[config.mk]
export PLATFORM = sky130hd
export DESIGN_NAME = spi_pinctl
export DESIGN_NICKNAME = d
export VERILOG_FILES = /design/src/rtl/spi_pinctl_pkg.sv /design/src/rtl/spi_ss_sync.sv /design/src/rtl/spi_ctl_state.sv /design/src/rtl/spi_pin_route.sv /design/src/rtl/spi_pinctl.sv
export SDC_FILE = /design/constraint.sdc
export NUM_CORES = 1
export LEC_CHECK = 0
export BUFFER_PORTS_ARGS = -buffer_cell sky130_fd_sc_hd__buf_2
export CAP_MARGIN = 20
export CELL_PAD_IN_SITES_DETAIL_PLACEMENT = 0
export CELL_PAD_IN_SITES_GLOBAL_PLACEMENT = 1
export CORE_ASPECT_RATIO = 0.9
export CORE_MARGIN = 2
export CORE_UTILIZATION = 25
export CTS_BUF_LIST = sky130_fd_sc_hd__clkbuf_16
export CTS_CLUSTER_SIZE = 10
export DETAILED_ROUTE_END_ITERATION = 7
export PLACE_DENSITY_LB_ADDON = 0.1
export SYNTH_ARGS = -nofsm -noshare
export SYNTH_HDL_FRONTEND = slang
export SYNTH_HIERARCHICAL = 1
export SYNTH_SLANG_ARGS = --single-unit
[constraint.sdc]
create_clock -name clk -period 1.7 [get_ports clk]
set_input_delay 0.17 -clock clk [delete_from_list [all_inputs] [get_ports clk]]
set_output_delay 0.17 -clock clk [all_outputs]
set_load 0.02 [all_outputs]
[src/rtl/spi_pinctl_pkg.sv]
package spi_pinctl_pkg;
  localparam int CFG_W      = 8;
  localparam int BIT_MFEN   = 4;
  localparam int BIT_BIDOE  = 3;
  localparam int BIT_WHALT  = 1;
  localparam int BIT_ONEW   = 0;

  typedef struct packed {
    logic mf_en;     // fault detect enable
    logic bid_oe;    // single-wire drive enable
    logic w_halt;    // halt clock in wait
    logic one_wire;  // single-wire pin mode
  } cfg_t;

  function automatic logic [CFG_W-1:0] cfg_pack(cfg_t c);
    logic [CFG_W-1:0] v;
    v = '0;
    v[BIT_MFEN]  = c.mf_en;
    v[BIT_BIDOE] = c.bid_oe;
    v[BIT_WHALT] = c.w_halt;
    v[BIT_ONEW]  = c.one_wire;
    return v;
  endfunction

  function automatic cfg_t cfg_unpack(logic [CFG_W-1:0] v);
    cfg_t c;
    c.mf_en    = v[BIT_MFEN];
    c.bid_oe   = v[BIT_BIDOE];
    c.w_halt   = v[BIT_WHALT];
    c.one_wire = v[BIT_ONEW];
    return c;
  endfunction
endpackage

[src/rtl/spi_ss_sync.sv]
module spi_ss_sync #(
  parameter int STAGES = 2
) (
  input  logic clk,
  input  logic rst_n,
  input  logic d,
  output logic q
);
  localparam int LAST = STAGES - 1;
  logic [LAST:0] chain_q;
  logic [LAST:0] chain_d;

  generate
    for (genvar i = 0; i < STAGES; i++) begin : g_stage
      if (i == 0) begin : g_first
        assign chain_d[i] = d;
      end else begin : g_next
        assign chain_d[i] = chain_q[i-1];
      end
    end
  endgenerate

  // SS is active low: reset to the idle (high) level
  always_ff @(posedge clk or negedge rst_n) begin
    if (!rst_n) chain_q <= '1;
    else        chain_q <= chain_d;
  end

  assign q = chain_q[LAST];
endmodule

[src/rtl/spi_ctl_state.sv]
module spi_ctl_state
  import spi_pinctl_pkg::*;
#(
  parameter logic [CFG_W-1:0] CFG_RESET = 8'h08
) (
  input  logic             clk,
  input  logic             rst_n,
  input  logic             cfg_we,
  input  logic [CFG_W-1:0] cfg_wdata,
  input  logic             role_we,
  input  logic             role_wval,
  input  logic             ss_auto_en,
  input  logic             fault_clr,
  input  logic             ss_sync,
  output cfg_t             cfg,
  output logic             master,
  output logic             fault_now,
  output logic             flag
);
  cfg_t cfg_q, cfg_d;
  logic master_q, master_d;
  logic flag_q, flag_d;

  assign fault_now = master_q & cfg_q.mf_en & ~ss_auto_en & ~ss_sync;

  always_comb begin
    cfg_d    = cfg_q;
    master_d = master_q;
    flag_d   = flag_q;
    if (cfg_we)    cfg_d = cfg_unpack(cfg_wdata);
    if (fault_now) master_d = 1'b0;
    else if (role_we) master_d = role_wval;
    if (fault_now) flag_d = 1'b1;
    else if (fault_clr) flag_d = 1'b0;
  end

  always_ff @(posedge clk or negedge rst_n) begin
    if (!rst_n) begin
      cfg_q    <= cfg_unpack(CFG_RESET);
      master_q <= 1'b0;
      flag_q   <= 1'b0;
    end else begin
      cfg_q    <= cfg_d;
      master_q <= master_d;
      flag_q   <= flag_d;
    end
  end

  assign cfg    = cfg_q;
  assign master = master_q;
  assign flag   = flag_q;

  AST_FAULT_DEMOTES: assert property (@(posedge clk) disable iff (!rst_n)
    fault_now |=> (!master_q && flag_q));
  AST_NO_FAULT_DISABLED: assert property (@(posedge clk) disable iff (!rst_n)
    !cfg_q.mf_en |=> !$rose(flag_q));
  AST_FLAG_STICKY: assert property (@(posedge clk) disable iff (!rst_n)
    (flag_q && !fault_clr) |=> flag_q);
endmodule

[src/rtl/spi_pin_route.sv]
module spi_pin_route
  import spi_pinctl_pkg::*;
(
  input  cfg_t cfg,
  input  logic master,
  input  logic fault_now,
  input  logic ss_auto_en,
  input  logic ss_sync,
  input  logic eng_sdo,
  input  logic eng_sck,
  input  logic eng_ss,
  input  logic miso_i,
  input  logic mosi_i,
  input  logic sck_i,
  output logic eng_sdi,
  output logic eng_sck_in,
  output logic eng_sel,
  output logic miso_o,
  output logic miso_oe,
  output logic mosi_o,
  output logic mosi_oe,
  output logic sck_o,
  output logic sck_oe,
  output logic ss_o,
  output logic ss_oe
);
  logic keep;
  logic miso_raw, mosi_raw;

  assign keep = ~fault_now;

  always_comb begin
    miso_raw = 1'b0;
    mosi_raw = 1'b0;
    eng_sdi  = 1'b0;
    unique case ({master, cfg.one_wire})
      2'b10: begin mosi_raw = 1'b1;           eng_sdi = miso_i; end
      2'b11: begin mosi_raw = cfg.bid_oe;     eng_sdi = mosi_i; end
      2'b00: begin miso_raw = ~ss_sync;       eng_sdi = mosi_i; end
      default: begin miso_raw = cfg.bid_oe & ~ss_sync; eng_sdi = miso_i; end
    endcase
  end

  assign miso_oe    = miso_raw & keep;
  assign mosi_oe    = mosi_raw & keep;
  assign sck_oe     = master & keep;
  assign ss_oe      = cfg.mf_en & ss_auto_en & master & keep;
  assign miso_o     = eng_sdo;
  assign mosi_o     = eng_sdo;
  assign sck_o      = eng_sck;
  assign ss_o       = eng_ss;
  assign eng_sck_in = sck_i;
  assign eng_sel    = ~ss_sync;

  always_comb begin
    AST_SLAVE_NO_MOSI: assert (master || !mosi_oe);
    AST_MASTER_NO_MISO: assert (!master || !miso_oe);
  end
endmodule

[src/rtl/spi_pinctl.sv]
module spi_pinctl
  import spi_pinctl_pkg::*;
#(
  parameter int               SYNC_STAGES = 2,
  parameter logic [CFG_W-1:0] CFG_RESET   = 8'h08
) (
  input  logic             clk,
  input  logic             rst_n,
  input  logic             cfg_we,
  input  logic [CFG_W-1:0] cfg_wdata,
  output logic [CFG_W-1:0] cfg_rdata,
  input  logic             role_we,
  input  logic             role_wval,
  input  logic             ss_auto_en,
  input  logic             fault_clr,
  output logic             is_master,
  output logic             fault_flag,
  input  logic             wait_req,
  output logic             sck_run,
  input  logic             eng_sdo,
  input  logic             eng_sck,
  input  logic             eng_ss,
  output logic             eng_sdi,
  output logic             eng_sck_in,
  output logic             eng_sel,
  input  logic             miso_i,
  output logic             miso_o,
  output logic             miso_oe,
  input  logic             mosi_i,
  output logic             mosi_o,
  output logic             mosi_oe,
  input  logic             sck_i,
  output logic             sck_o,
  output logic             sck_oe,
  input  logic             ss_i,
  output logic             ss_o,
  output logic             ss_oe
);
  cfg_t cfg;
  logic ss_sync, fault_now;

  spi_ss_sync #(.STAGES(SYNC_STAGES)) u_sync (
    .clk(clk), .rst_n(rst_n), .d(ss_i), .q(ss_sync)
  );

  spi_ctl_state #(.CFG_RESET(CFG_RESET)) u_state (
    .clk(clk), .rst_n(rst_n), .cfg_we(cfg_we), .cfg_wdata(cfg_wdata),
    .role_we(role_we), .role_wval(role_wval), .ss_auto_en(ss_auto_en),
    .fault_clr(fault_clr), .ss_sync(ss_sync), .cfg(cfg),
    .master(is_master), .fault_now(fault_now), .flag(fault_flag)
  );

  spi_pin_route u_route (
    .cfg(cfg), .master(is_master), .fault_now(fault_now),
    .ss_auto_en(ss_auto_en), .ss_sync(ss_sync),
    .eng_sdo(eng_sdo), .eng_sck(eng_sck), .eng_ss(eng_ss),
    .miso_i(miso_i), .mosi_i(mosi_i), .sck_i(sck_i),
    .eng_sdi(eng_sdi), .eng_sck_in(eng_sck_in), .eng_sel(eng_sel),
    .miso_o(miso_o), .miso_oe(miso_oe), .mosi_o(mosi_o), .mosi_oe(mosi_oe),
    .sck_o(sck_o), .sck_oe(sck_oe), .ss_o(ss_o), .ss_oe(ss_oe)
  );

  assign cfg_rdata = cfg_pack(cfg);
  assign sck_run   = ~(cfg.w_halt & wait_req);

  AST_SS_OE_MASTER: assert property (@(posedge clk) disable iff (!rst_n)
    ss_oe |-> (is_master && ss_auto_en && cfg_rdata[BIT_MFEN]));
  AST_SCK_OE_MASTER: assert property (@(posedge clk) disable iff (!rst_n)
    sck_oe |-> is_master);
  AST_WAIT_HALT: assert property (@(posedge clk) disable iff (!rst_n)
    (wait_req && cfg_rdata[BIT_WHALT]) |-> !sck_run);
  AST_SLAVE_MISO_SEL: assert property (@(posedge clk) disable iff (!rst_n)
    (miso_oe && !is_master) |-> eng_sel);
  AST_RSVD_ZERO: assert property (@(posedge clk) disable iff (!rst_n)
    (cfg_rdata[7:5] == 3'b000) && !cfg_rdata[2]);
endmodule

==> impl_metrics.csv <==
group,metric,value,unit
detailed_routing,num_vias,362,
worst_hold_path,hold_path_class,"primary input to register",
yosys,yosysSeqAreaShare,0.427,
finish,area_delta_synth_final,42.7,%
yosys,synth_area,478,sq um
floorplanning,fp-row-count,14,
floorplanning,start_util,0.276,
power_and_ir_drop,p_per_area,1150,nW/um^2
sta,rsz0062_at_grt,"no",
grt,grt_overflow,0,
sta,hold_viol,0,
sta,slew_violations,0,
placement,io_buffer_count,27,
cts,cts_sinks,8,
critical_path,cp-start-kind,"register",
power_and_ir_drop,combPwrFrac,0.197,
critical_path,crit_path_end_kind,"primary output",
detailed_routing,ant_nets,0,
detailed_routing,viasPerCell,3.93,
power_and_ir_drop,switchingPower,0.197,mW
yosys,synth_area_leaders,"dfrtp_1 (26%), dfstp_2 (16%), buf_4 (14%)",
power_and_ir_drop,p_clk_frac,0.508,
detailed_routing,drtIter0Drc,3,
detailed_routing,post_drt_wl_per_cell,10.3,um
sta,setup_viol,0,
finish,fillers,173,
cts,cts.root.buffer_cell,"clkbuf_16",
job,drv_cap,0,
yosys,synth.yosys.warnings,6,
yosys,syn_avg_cell_area,11.4,sq um
power_and_ir_drop,ir_drop,0.904,mV
sta,finalCritPeriodShare,0.955,
power_and_ir_drop,leakage,0.379,nW
cts,cts_tree,"yes",
run_status,run_status,"finished, final reports clean",
critical_path,ff2ff_path_depth,2,
detailed_routing,drc,0,
placement,gp_congestion,0.597,
yosys,synth_largest_area_cell,"dfrtp_1",
detailed_routing,wirelength,949,um
grt,grt_pass1_vias,310,
cts,clock_latency,230,ps
grt,grt_antenna_before_repair,0,
finish,nNetsFinal,96,
power_and_ir_drop,internal_power,0.585,mW
power_and_ir_drop,p_sw_frac,0.252,
sta,fin_setup_tns,0,ps
sta,fin_hold_ws,41.6,ps
cts,ctsHtreeMaxLevel,1,
floorplanning,chipHeight,45.5,um
yosys,synth_top_cell_area_share,0.262,
cts,ctsLongestPathBuffers,2,
grt,grt_pass1_wl,1420,um
yosys,ys_ff_latch,8,
finish,design_area,682,sq um
sta,fmax,616,MHz
placement,dp.cells,87,
finish,antenna_cells,0,
sta,setup_ws,76.6,ps
finish,final_util,0.393,
floorplanning,fp.coreArea,1730,sq um
power_and_ir_drop,total_power,0.782,mW
yosys,ys_types,17,
detailed_routing,drt-pass1-iter-count,4,
critical_path,cp.required,1530,ps
critical_path,crit_fanout,7,
sta,fin_crit,1620,ps
cts,cts_setup_buffers,0,
critical_path,critPathKind,"register to primary output",
cts,cts_inserted_buffers,3,
floorplanning,die_area,2280,sq um
placement,place_ws,235,ps
critical_path,reg2reg_slack,680,ps
floorplanning,chipWidth,50.1,um
finish,drive_gt1_frac,0.574,
grt,track_usage,0.0879,
floorplanning,ios,45,
yosys,netlist_instances,42,
critical_path,cp.arrival,1450,ps
finish,final_cell_count_no_fill,92,
placement,place_area,587,sq um
power_and_ir_drop,power_frac_seq,0.295,
sta,clock-skew-final,4.88,ps
cts,cts.reportedPaths.clkPinSlew,40,ps
grt,grt_max_degree,9,
placement,hpwl,778,um
worst_hold_path,hold_depth,1,
## path summary, 6_finish.rpt
kind                                   start                end
hold reg to reg            u_sync/chain_q[0]  u_sync/chain_q[1]
setup / recovery              u_state/master            eng_sdi
setup reg to reg           u_sync/chain_q[1]       u_state/flag
hold / removal                          ss_i  u_sync/chain_q[0]
max in group asynchronous              rst_n     u_state/cfg[2]
min in group asynchronous              rst_n     u_state/master
## cells in the mapped netlist
cell type / count
mux2_1: 4
nor2b_4: 1
a21o_1: 1
nor3_1: 1
inv_1: 4
ha_1: 4
buf_4: 9
and4bb_1: 1
conb_1: 1
dfstp_2: 3
dfrtp_1: 5
nand2_1: 1
mux2i_1: 2
mux2_2: 1
and3_1: 1
nor2_1: 2
a21oi_1: 1
## worst max-delay path: stages, from the launching register on
cell     delay, ps
dfrtp_2        420
inv_2           50
ha_1           280
mux2_2         320
buf_2          160
## cell families after synthesis
group / after synthesis / share of synthesized area
AO/OA/AOI/OAI: 2 / 0.0262
adder cells (fa/ha/maj): 4 / 0.105
buffers and inverters: 13 / 0.173
flip-flops: 8 / 0.427
multiplexers: 7 / 0.160
other: 1 / 0.00785
AND/OR/NAND/NOR: 7 / 0.102
## layout make-up
cell class | instances | area [sq um] | share of cell area
flip-flops and latches | 8 | 206 | 0.303
multi-input cells | 24 | 206 | 0.303
inverters | 4 | 15.0 | 0.0220
repair buffers | 28 | 145 | 0.213
well taps | 24 | 30.0 | 0.0440
clock inverters | 1 | 3.75 | 0.00550
clock buffers | 3 | 75.1 | 0.110
## power groups by stage
| stage | clock network [mW] | registers, mW | logic, mW |
|---|---|---|---|
| 2_1_floorplan | 0 | 0.246 | 0.103 |
| 3_3_place_gp | 0 | 0.232 | 0.153 |
| 3_5_place_dp | 0 | 0.232 | 0.153 |
| 4_1_cts | 0.404 | 0.231 | 0.155 |
| 5_1_grt | 0.422 | 0.235 | 0.167 |
| 6_report | 0.397 | 0.231 | 0.154 |
## layer usage
layer | share of wire | GRT usage
met1 | 0.42 | 0.101
met5 | 0 | 0
met4 | 0 | 0.0222
met2 | 0.40 | 0.126
met3 | 0.17 | 0.0691
## cells in the final DEF (no fill, tap or decap)
cell | Yosys | final
a21o_1 | 1 | 1
nor2b_4 | 1 | 1
nor3_1 | 1 | 1
dlygate4sd3_1 | 0 | 1
ha_1 | 4 | 4
nor2_1 | 2 | 2
nand2_1 | 1 | 1
mux2i_1 | 2 | 2
buf_2 | 0 | 27
and4bb_4 | 0 | 1
dfrtp_1 | 5 | 3
and3_1 | 1 | 1
dfrtp_2 | 0 | 2
mux2_1 | 4 | 4
conb_1 | 1 | 4
clkbuf_16 | 0 | 3
mux2_2 | 1 | 1
inv_1 | 4 | 4
a21oi_1 | 1 | 1
dfstp_2 | 3 | 3
inv_2 | 0 | 1
## registers in the layout, indices dropped and copies added, names as in the netlist
name,count
u_state/cfg,4
u_state/flag,1
u_state/master,1
u_sync/chain_q,2
## timing repair
action,4_1_cts,5_1_grt
endpoints found under the hold margin,6,0
cloned,0,0
resized for setup,1,4
setup endpoints to repair,1,2
hold buffers,1,0
No activity file was read; power rests on OpenSTA's default activity.
